==> config.mk <==
export PLATFORM = sky130hd
export DESIGN_NAME = usb_tx_ep_ctrl
export DESIGN_NICKNAME = d
export VERILOG_FILES = /design/src/rtl/usb_txep_pkg.sv /design/src/rtl/txep_ctrl_reg.sv /design/src/rtl/txep_fill.sv /design/src/rtl/txep_dma.sv /design/src/rtl/usb_tx_ep_ctrl.sv
export SDC_FILE = /design/constraint.sdc
export NUM_CORES = 1
export LEC_CHECK = 0
export BUFFER_PORTS_ARGS = -buffer_cell sky130_fd_sc_hd__buf_2
export CAP_MARGIN = 40
export CORE_MARGIN = 2
export CORE_UTILIZATION = 59
export DETAILED_ROUTE_END_ITERATION = 8
export GPL_ROUTABILITY_DRIVEN = 0
export PLACE_DENSITY = 0.95
export RECOVER_POWER = 100
export SYNTH_ARGS = -nofsm -noshare
export SYNTH_HDL_FRONTEND = slang
export SYNTH_HIERARCHICAL = 1
export SYNTH_SLANG_ARGS = --single-unit
==> constraint.sdc <==
create_clock -name clk -period 10.17 [get_ports clk]
set_clock_uncertainty 0.1 [all_clocks]
set_input_delay 2.034 -clock clk [delete_from_list [all_inputs] [get_ports clk]]
set_output_delay 2.034 -clock clk [all_outputs]
set_load 0.02 [all_outputs]
==> src/rtl/usb_txep_pkg.sv <==
package usb_txep_pkg;

  localparam int unsigned CB_AUTO    = 7;
  localparam int unsigned CB_ISO     = 6;
  localparam int unsigned CB_DIR     = 5;
  localparam int unsigned CB_DMAEN   = 4;
  localparam int unsigned CB_FORCE   = 3;
  localparam int unsigned CB_DMAMODE = 2;

  typedef struct packed {
    logic auto_set;
    logic iso;
    logic dir_tx;
    logic dma_en;
    logic dma_mode;
  } ep_ctrl_t;

  // bytes still free in the endpoint buffer
  function automatic logic [31:0] room_left(logic [31:0] fill, logic [31:0] depth);
    return depth - fill;
  endfunction

  // request condition per mode: mode 0 needs one byte, mode 1 a full packet
  function automatic logic dma_wanted(logic mode1, logic [31:0] room, logic [31:0] maxp);
    return mode1 ? (room >= maxp) : (room != 32'd0);
  endfunction

  // mode cleared while enable still set before the write
  function automatic logic order_violation(logic en_old, logic mode_old, logic mode_new);
    return en_old & mode_old & ~mode_new;
  endfunction

  function automatic logic [7:0] pack_ctrl(ep_ctrl_t c, logic host);
    logic [7:0] b;
    b = 8'h00;
    b[CB_AUTO]    = c.auto_set;
    b[CB_ISO]     = c.iso & ~host;
    b[CB_DIR]     = c.dir_tx;
    b[CB_DMAEN]   = c.dma_en;
    b[CB_DMAMODE] = c.dma_mode;
    return b;
  endfunction

endpackage

==> src/rtl/txep_ctrl_reg.sv <==
module txep_ctrl_reg
  import usb_txep_pkg::*;
(
  input  logic       clk,
  input  logic       rst_n,
  input  logic       wr,
  input  logic [7:0] wdata,
  input  logic       host_mode,
  output ep_ctrl_t   ctrl,
  output logic [7:0] rdata,
  output logic       force_req,
  output logic       order_err
);

  logic unused_low;
  assign unused_low = ^wdata[1:0];

  always_ff @(posedge clk) begin
    if (!rst_n) begin
      ctrl      <= '0;
      order_err <= 1'b0;
    end else begin
      order_err <= wr & order_violation(ctrl.dma_en, ctrl.dma_mode, wdata[CB_DMAMODE]);
      if (wr) begin
        ctrl.auto_set <= wdata[CB_AUTO];
        ctrl.iso      <= wdata[CB_ISO];
        ctrl.dir_tx   <= wdata[CB_DIR];
        ctrl.dma_en   <= wdata[CB_DMAEN];
        ctrl.dma_mode <= wdata[CB_DMAMODE];
      end
    end
  end

  assign force_req = wr & wdata[CB_FORCE];
  assign rdata     = pack_ctrl(ctrl, host_mode);

endmodule

==> src/rtl/txep_fill.sv <==
module txep_fill #(
  parameter int unsigned FIFO_DEPTH = 1024,
  parameter int unsigned CNT_W      = 11,
  parameter int unsigned MAXP_W     = 11
) (
  input  logic              clk,
  input  logic              rst_n,
  input  logic              load,
  input  logic              sw_set,
  input  logic              flush,
  input  logic              auto_set,
  input  logic [MAXP_W-1:0] maxp,
  output logic [CNT_W-1:0]  count,
  output logic              ready,
  output logic              overrun,
  output logic              toggle,
  output logic              auto_hit
);

  localparam logic [CNT_W-1:0] FULL = CNT_W'(FIFO_DEPTH);

  logic [CNT_W-1:0] base, count_n;
  logic             full_load, ready_n, overrun_n;

  always_comb begin
    base      = flush ? '0 : count;
    full_load = load && (base == FULL);
    count_n   = base;
    if (load && !full_load) count_n = base + CNT_W'(1);
    auto_hit  = load & ~full_load & auto_set & (32'(count_n) == 32'(maxp));
    overrun_n = (flush ? 1'b0 : overrun) | full_load;
    ready_n   = (flush ? 1'b0 : ready) | (sw_set & ~flush) | auto_hit;
  end

  always_ff @(posedge clk) begin
    if (!rst_n) begin
      count   <= '0;
      ready   <= 1'b0;
      overrun <= 1'b0;
      toggle  <= 1'b0;
    end else begin
      count   <= count_n;
      ready   <= ready_n;
      overrun <= overrun_n;
      toggle  <= toggle ^ flush;
    end
  end

endmodule

==> src/rtl/txep_dma.sv <==
module txep_dma
  import usb_txep_pkg::*;
#(
  parameter int unsigned FIFO_DEPTH = 1024,
  parameter int unsigned CNT_W      = 11,
  parameter int unsigned MAXP_W     = 11
) (
  input  logic [CNT_W-1:0]  count,
  input  logic [MAXP_W-1:0] maxp,
  input  logic              en,
  input  logic              mode1,
  input  logic              tx_en,
  output logic              req
);

  logic [31:0] room;

  assign room = room_left(32'(count), 32'(FIFO_DEPTH));
  assign req  = tx_en & en & dma_wanted(mode1, room, 32'(maxp));

endmodule

==> src/rtl/usb_tx_ep_ctrl.sv <==
module usb_tx_ep_ctrl
  import usb_txep_pkg::*;
#(
  parameter int unsigned FIFO_DEPTH  = 1024,
  parameter int unsigned MAXP_LIMIT  = 1024,
  parameter bit          SHARED_FIFO = 1'b1,
  localparam int unsigned MAXP_W     = $clog2(MAXP_LIMIT + 1),
  localparam int unsigned CNT_W      = $clog2(FIFO_DEPTH + 1)
) (
  input  logic              clk,
  input  logic              rst_n,
  input  logic              host_mode,
  input  logic              cpu_ctrl_wr,
  input  logic [7:0]        cpu_ctrl_wdata,
  output logic [7:0]        cpu_ctrl_rdata,
  input  logic              cpu_maxp_wr,
  input  logic [MAXP_W-1:0] cpu_maxp_wdata,
  input  logic              cpu_load,
  input  logic              cpu_set_ready,
  input  logic              lnk_done,
  input  logic              lnk_ack,
  output logic              pkt_ready,
  output logic              data_toggle,
  output logic [CNT_W-1:0]  fifo_count,
  output logic              fifo_overrun,
  output logic              dma_req,
  output logic              dma_order_err,
  output logic              iso_active,
  output logic              tx_enabled
);

  ep_ctrl_t          ctrl;
  logic              force_req;
  logic [MAXP_W-1:0] maxp_q;
  logic              tx_en;
  logic              ack_evt;
  logic              flush_evt;
  logic              auto_hit;

  txep_ctrl_reg u_ctrl (
    .clk       (clk),
    .rst_n     (rst_n),
    .wr        (cpu_ctrl_wr),
    .wdata     (cpu_ctrl_wdata),
    .host_mode (host_mode),
    .ctrl      (ctrl),
    .rdata     (cpu_ctrl_rdata),
    .force_req (force_req),
    .order_err (dma_order_err)
  );

  always_ff @(posedge clk) begin
    if (!rst_n)           maxp_q <= '0;
    else if (cpu_maxp_wr) maxp_q <= cpu_maxp_wdata;
  end

  generate
    if (SHARED_FIFO) begin : g_shared
      assign tx_en = ctrl.dir_tx;
    end else begin : g_dedicated
      assign tx_en = 1'b1;
    end
  endgenerate

  assign ack_evt   = lnk_done & lnk_ack & pkt_ready & tx_en;
  assign flush_evt = force_req | ack_evt;

  txep_fill #(
    .FIFO_DEPTH (FIFO_DEPTH),
    .CNT_W      (CNT_W),
    .MAXP_W     (MAXP_W)
  ) u_fill (
    .clk      (clk),
    .rst_n    (rst_n),
    .load     (cpu_load),
    .sw_set   (cpu_set_ready),
    .flush    (flush_evt),
    .auto_set (ctrl.auto_set),
    .maxp     (maxp_q),
    .count    (fifo_count),
    .ready    (pkt_ready),
    .overrun  (fifo_overrun),
    .toggle   (data_toggle),
    .auto_hit (auto_hit)
  );

  txep_dma #(
    .FIFO_DEPTH (FIFO_DEPTH),
    .CNT_W      (CNT_W),
    .MAXP_W     (MAXP_W)
  ) u_dma (
    .count (fifo_count),
    .maxp  (maxp_q),
    .en    (ctrl.dma_en),
    .mode1 (ctrl.dma_mode),
    .tx_en (tx_en),
    .req   (dma_req)
  );

  assign iso_active = ctrl.iso & ~host_mode;
  assign tx_enabled = tx_en;

endmodule

---- Word-level counts from Yosys, hierarchy flattened ----
Index checks and enable logic that the tools add are counted.
cells by class
  mux-type cells .......................... 5
  bitwise logic cells ..................... 23
  order comparisons ....................... 1
  reduce and logical (&&, ||, !) cells .... 4
  equal/unequal tests ..................... 2
  add/sub/neg operators ................... 2
operator list
  kind                                                 count
  >= comparator 32 x 11 -> 1 bit                       1
  nonzero test 32 bit                                  1
  2-to-1 mux 11 bit                                    2
  AND 1 bit                                            14
  subtractor 11 x 11 -> 12 bit (first input constant)  1
  adder 11 x 1 -> 11 bit (second input constant)       1
  equality test 11 bit                                 1
  equality test 11 bit (second input constant)         1
  NOT 1 bit                                            4
  bitwise OR 1 bit                                     4
  2-to-1 mux 1 bit                                     3
  logical AND 1 bit                                    2
  zero test 1 bit                                      1
  bitwise XOR 1 bit                                    1
storage, ports and cells
  output and inout port bits .............. 26
  input port bits ......................... 28
  register bits after elaboration ......... 31
  word-level logic and storage cells ...... 48

---- Depth between registers and ports, before layout ----
  depth in word-level cells ............... 13
  mapped depth ............................ 14
  mapped depth without buffers ............ 11

---- Modules after synthesis ----
The synthesis kept the hierarchy.
by module, submodules not included
  module          cells an instance  instances  seq. area each (um2)  area an instance (um2)
  txep_fill       133                1          280.3                 1033.5
  txep_dma        77                 1          0.0                   588.1
  usb_tx_ep_ctrl  37                 1          220.2                 430.4
  txep_ctrl_reg   30                 1          120.1                 297.8

---- Least setup slack after synthesis ----
No wires, ideal clock.
  path kind ............................... reg-to-output
  from .................................... register u_fill.count[1]
  to ...................................... output dma_req
  stages on the path, launching flop included .. 12
  arrival time ............................ 2795 ps
  buffers on the path ..................... 0
  setup slack ............................. 5241 ps
  data required time ...................... 8036 ps
  cells stage by stage .................... dfxtp_1 inv_1 ha_1 or4b_4 or4_4 xor2_1 ha_1 a21o_1 nand3_1 nand3_1 a32o_1 o31a_1
on the way
  cells in the longest elaborated chain, start to end .. 4
  elaborated cells between the ends (all ways) .. 5
  those cells by class .................... add/sub (1); order compare (1); mux (1); bitwise (1); reduce/logical (1)
ends and longest elaborated chain
  element                                                                       line                  text
  from (decl)                                                                   txep_fill.sv:13       output logic [CNT_W-1:0] count,
  from (signal assigned)                                                        txep_fill.sv:42       count <= count_n;
  subtractor 11 x 11 -> 12 bit (*)                                              usb_txep_pkg.sv:20    return depth - fill;
  >= comparator 32 x 11 -> 1 bit / nonzero test 32 bit (equally long branches)  usb_txep_pkg.sv:25    return mode1 ? (room >= maxp) : (room != 32'd0);
  2-to-1 mux 1 bit (*)                                                          usb_txep_pkg.sv:25
  AND 1 bit (*)                                                                 txep_dma.sv:19        assign req = tx_en & en & dma_wanted(mode1, room, 32'(maxp));
  to (decl)                                                                     usb_tx_ep_ctrl.sv:26  output logic dma_req,
Every way passes the cells marked *; elsewhere a longest branch is shown, timed or not.

---- Worst setup path after layout ----
  from .................................... register u_fill.count[0]
  to ...................................... output dma_req
Same word-level chain as after synthesis.

==> impl_metrics.env <==
export IMPL_met1_length_um=2350
export IMPL_hold_path_class="reg -> reg"
export IMPL_critical_path_max_stage_delay_ps=530
export IMPL_timing_rr_start="u_ctrl/ctrl[2]"
export IMPL_max_cap_viol_count=0
export IMPL_core_area_mm2=0.00374
export IMPL_clock_sinks=31
export IMPL_rsz0062_at_grt="false"
export IMPL_drc_errors=0
export IMPL_post_route_period_util=0.551
export IMPL_whs_ps=411
export IMPL_io_pin_count=54
export IMPL_worstSetupPathType="reg -> out"
export IMPL_htree_num_levels=2
export IMPL_dp_slack_ps=4960
export IMPL_grt_antenna_before_repair=0
export IMPL_power_per_cell_area_mw_per_mm2=121
export IMPL_die_h_um=66.9
export IMPL_clockBufferDepth=2
export IMPL_critPathArrivalTime_ps=3470
export IMPL_final_util=0.691
export IMPL_r2r_cells=9
export IMPL_fmax_mhz=178
export IMPL_grt_pass1_wl_um=10000
export IMPL_start_util=0.624
export IMPL_insertion_delay_ps=290
export IMPL_ctsHoldBuffers=0
export IMPL_dpl_cell_area_mm2=0.00253
export IMPL_hp_start="u_fill/toggle"
export IMPL_instances_no_fill=364
export IMPL_vdd_drop_max_mv=0.0785
export IMPL_cp_start_kind="register"
export IMPL_wl_per_cell_um=16.2
export IMPL_drtIter0Drc=206
export IMPL_std_cell_rows=22
export IMPL_diodes=0
export IMPL_dpl_hpwl_um=4110
export IMPL_power_total_uw=313
export IMPL_crit_path_end_kind="output pin"
export IMPL_crit_chain="inv_1 > ha_1 > or4b_1 > or4_4 > xor2_1 > ha_1 > a21o_1 > nand3_1 > nand3_1 > a32o_1 > o31a_1 > buf_2"
export IMPL_portBuffers=48
export IMPL_cp_startpoint="u_fill/count[0]"
export IMPL_synth_area_mm2=0.00234
export IMPL_cp_top_family="simple AND/OR/NAND/NOR gates"
export IMPL_area_delta_synth_final_pct=10.8
export IMPL_grt_overflow=0
export IMPL_vias=2232
export IMPL_crit_cells=12
export IMPL_leakage_nw=1.07
export IMPL_crit_slowest_cell="or4b_1"
export IMPL_period_needed_ps=5610
export IMPL_postCtsSetupRepairBufs=0
export IMPL_nFillCells=316
export IMPL_dpl_cell_count=356
export IMPL_grt_pass1_vias=2122
export IMPL_run_status="complete, no violations"
export IMPL_highest_signal_layer="met4"
export IMPL_regArea_um2=621
export IMPL_wl_met2_um=2760
export IMPL_dieArea_mm2=0.00448
export IMPL_layout_setup_ws_ps=4560
export IMPL_syn_avg_cell_area_um2=8.49
export IMPL_path_max_fanout=12
export IMPL_hold_viol=0
export IMPL_root_buffer="clkbuf_8"
export IMPL_setup_tns_ps=0
export IMPL_grt_usage=0.299
export IMPL_cts_made_buffers=5
export IMPL_cts_tree="built"
export IMPL_slew_viol_final=0
export IMPL_slew_headroom=0.465
export IMPL_ys_warn_count=6
export IMPL_drive_gt1_frac=0.136
export IMPL_nNetsFinal=358
export IMPL_syn_inst=275
export IMPL_min_path_cells=2
export IMPL_drt_wl_total_um=5890
export IMPL_clk_pin_slew_worst_paths_ps=60
export IMPL_worst_path_buf_inv=2
export IMPL_route_detailed_vias_per_inst=6.13
export IMPL_grt_max_degree=24
export IMPL_worstMarginPinSlew_ps=802
export IMPL_ant_nets=0
export IMPL_die_w_um=66.9
export IMPL_dr_pass1_iters=5
export IMPL_ctsResizeCount=0
export IMPL_multi_input_area_mm2=0.00152
export IMPL_setup_viol=0
export IMPL_critical_path_required_ps=8040
export IMPL_fin_area_mm2=0.00259
export IMPL_dr_wl_met3_um=470
==> worst register-to-register path, delay by kind of cell, from the launching register on <==
family	cells	cell delay, ps
AO/OA/AOI/OAI	2	770
adder cells (fa/ha/maj)	1	340
AND/OR/NAND/NOR	6	1620
flip-flops	1	360
==> per-layer routing <==
metal  track usage  vias up
met1         0.361     1016
met5             0        -
met2         0.485      123
met4         0.199        0
li1              -     1054
met3        0.0507       39
==> flip-flops by register name, summed over array words and instances (netlist names) <==
signal,flops
maxp_q,11
u_ctrl/ctrl,5
u_ctrl/order_err,1
u_fill/count,11
u_fill/overrun,1
u_fill/ready,1
u_fill/toggle,1
==> layout by cell type, fill, tap and decap left out, types with 7 or more instances in the layout <==
cell,instances
a21oi_1,14
buf_2,24
clkbuf_1,25
clkbuf_8,7
dfxtp_1,31
ha_1,15
inv_1,20
mux2i_1,17
nand2_1,9
nand4_1,10
nor2_1,19
nor2b_1,21
o21ai_0,9
xnor2_1,15
xor2_1,8
==> report_power, final <==
| group | total (mW) | internal [mW] | switching (mW) | leakage [nW] |
|---|---|---|---|---|
| registers | 0.134 | 0.127 | 0.00732 | 0.254 |
| logic | 0.0696 | 0.0311 | 0.0385 | 0.768 |
| clock network | 0.110 | 0.0617 | 0.0481 | 0.0515 |
| total | 0.313 | 0.219 | 0.0939 | 1.07 |
==> area by class of cell <==
cell class | count | area share
Multi-Input combinational cell | 209 | 0.588
Sequential cell | 31 | 0.240
Timing Repair Buffer | 48 | 0.0812
Clock buffer | 8 | 0.0387
Inverter | 20 | 0.0290
Tap cell | 48 | 0.0232
==> worst paths after layout <==
path,endpoint,slack [ps]
hold reg to reg,u_fill/toggle,410
setup reg to reg,u_fill/ready,6910
setup / recovery,dma_req,4560
hold / removal,u_fill/toggle,410
Note: power is estimated with default switching activity, not from simulation.
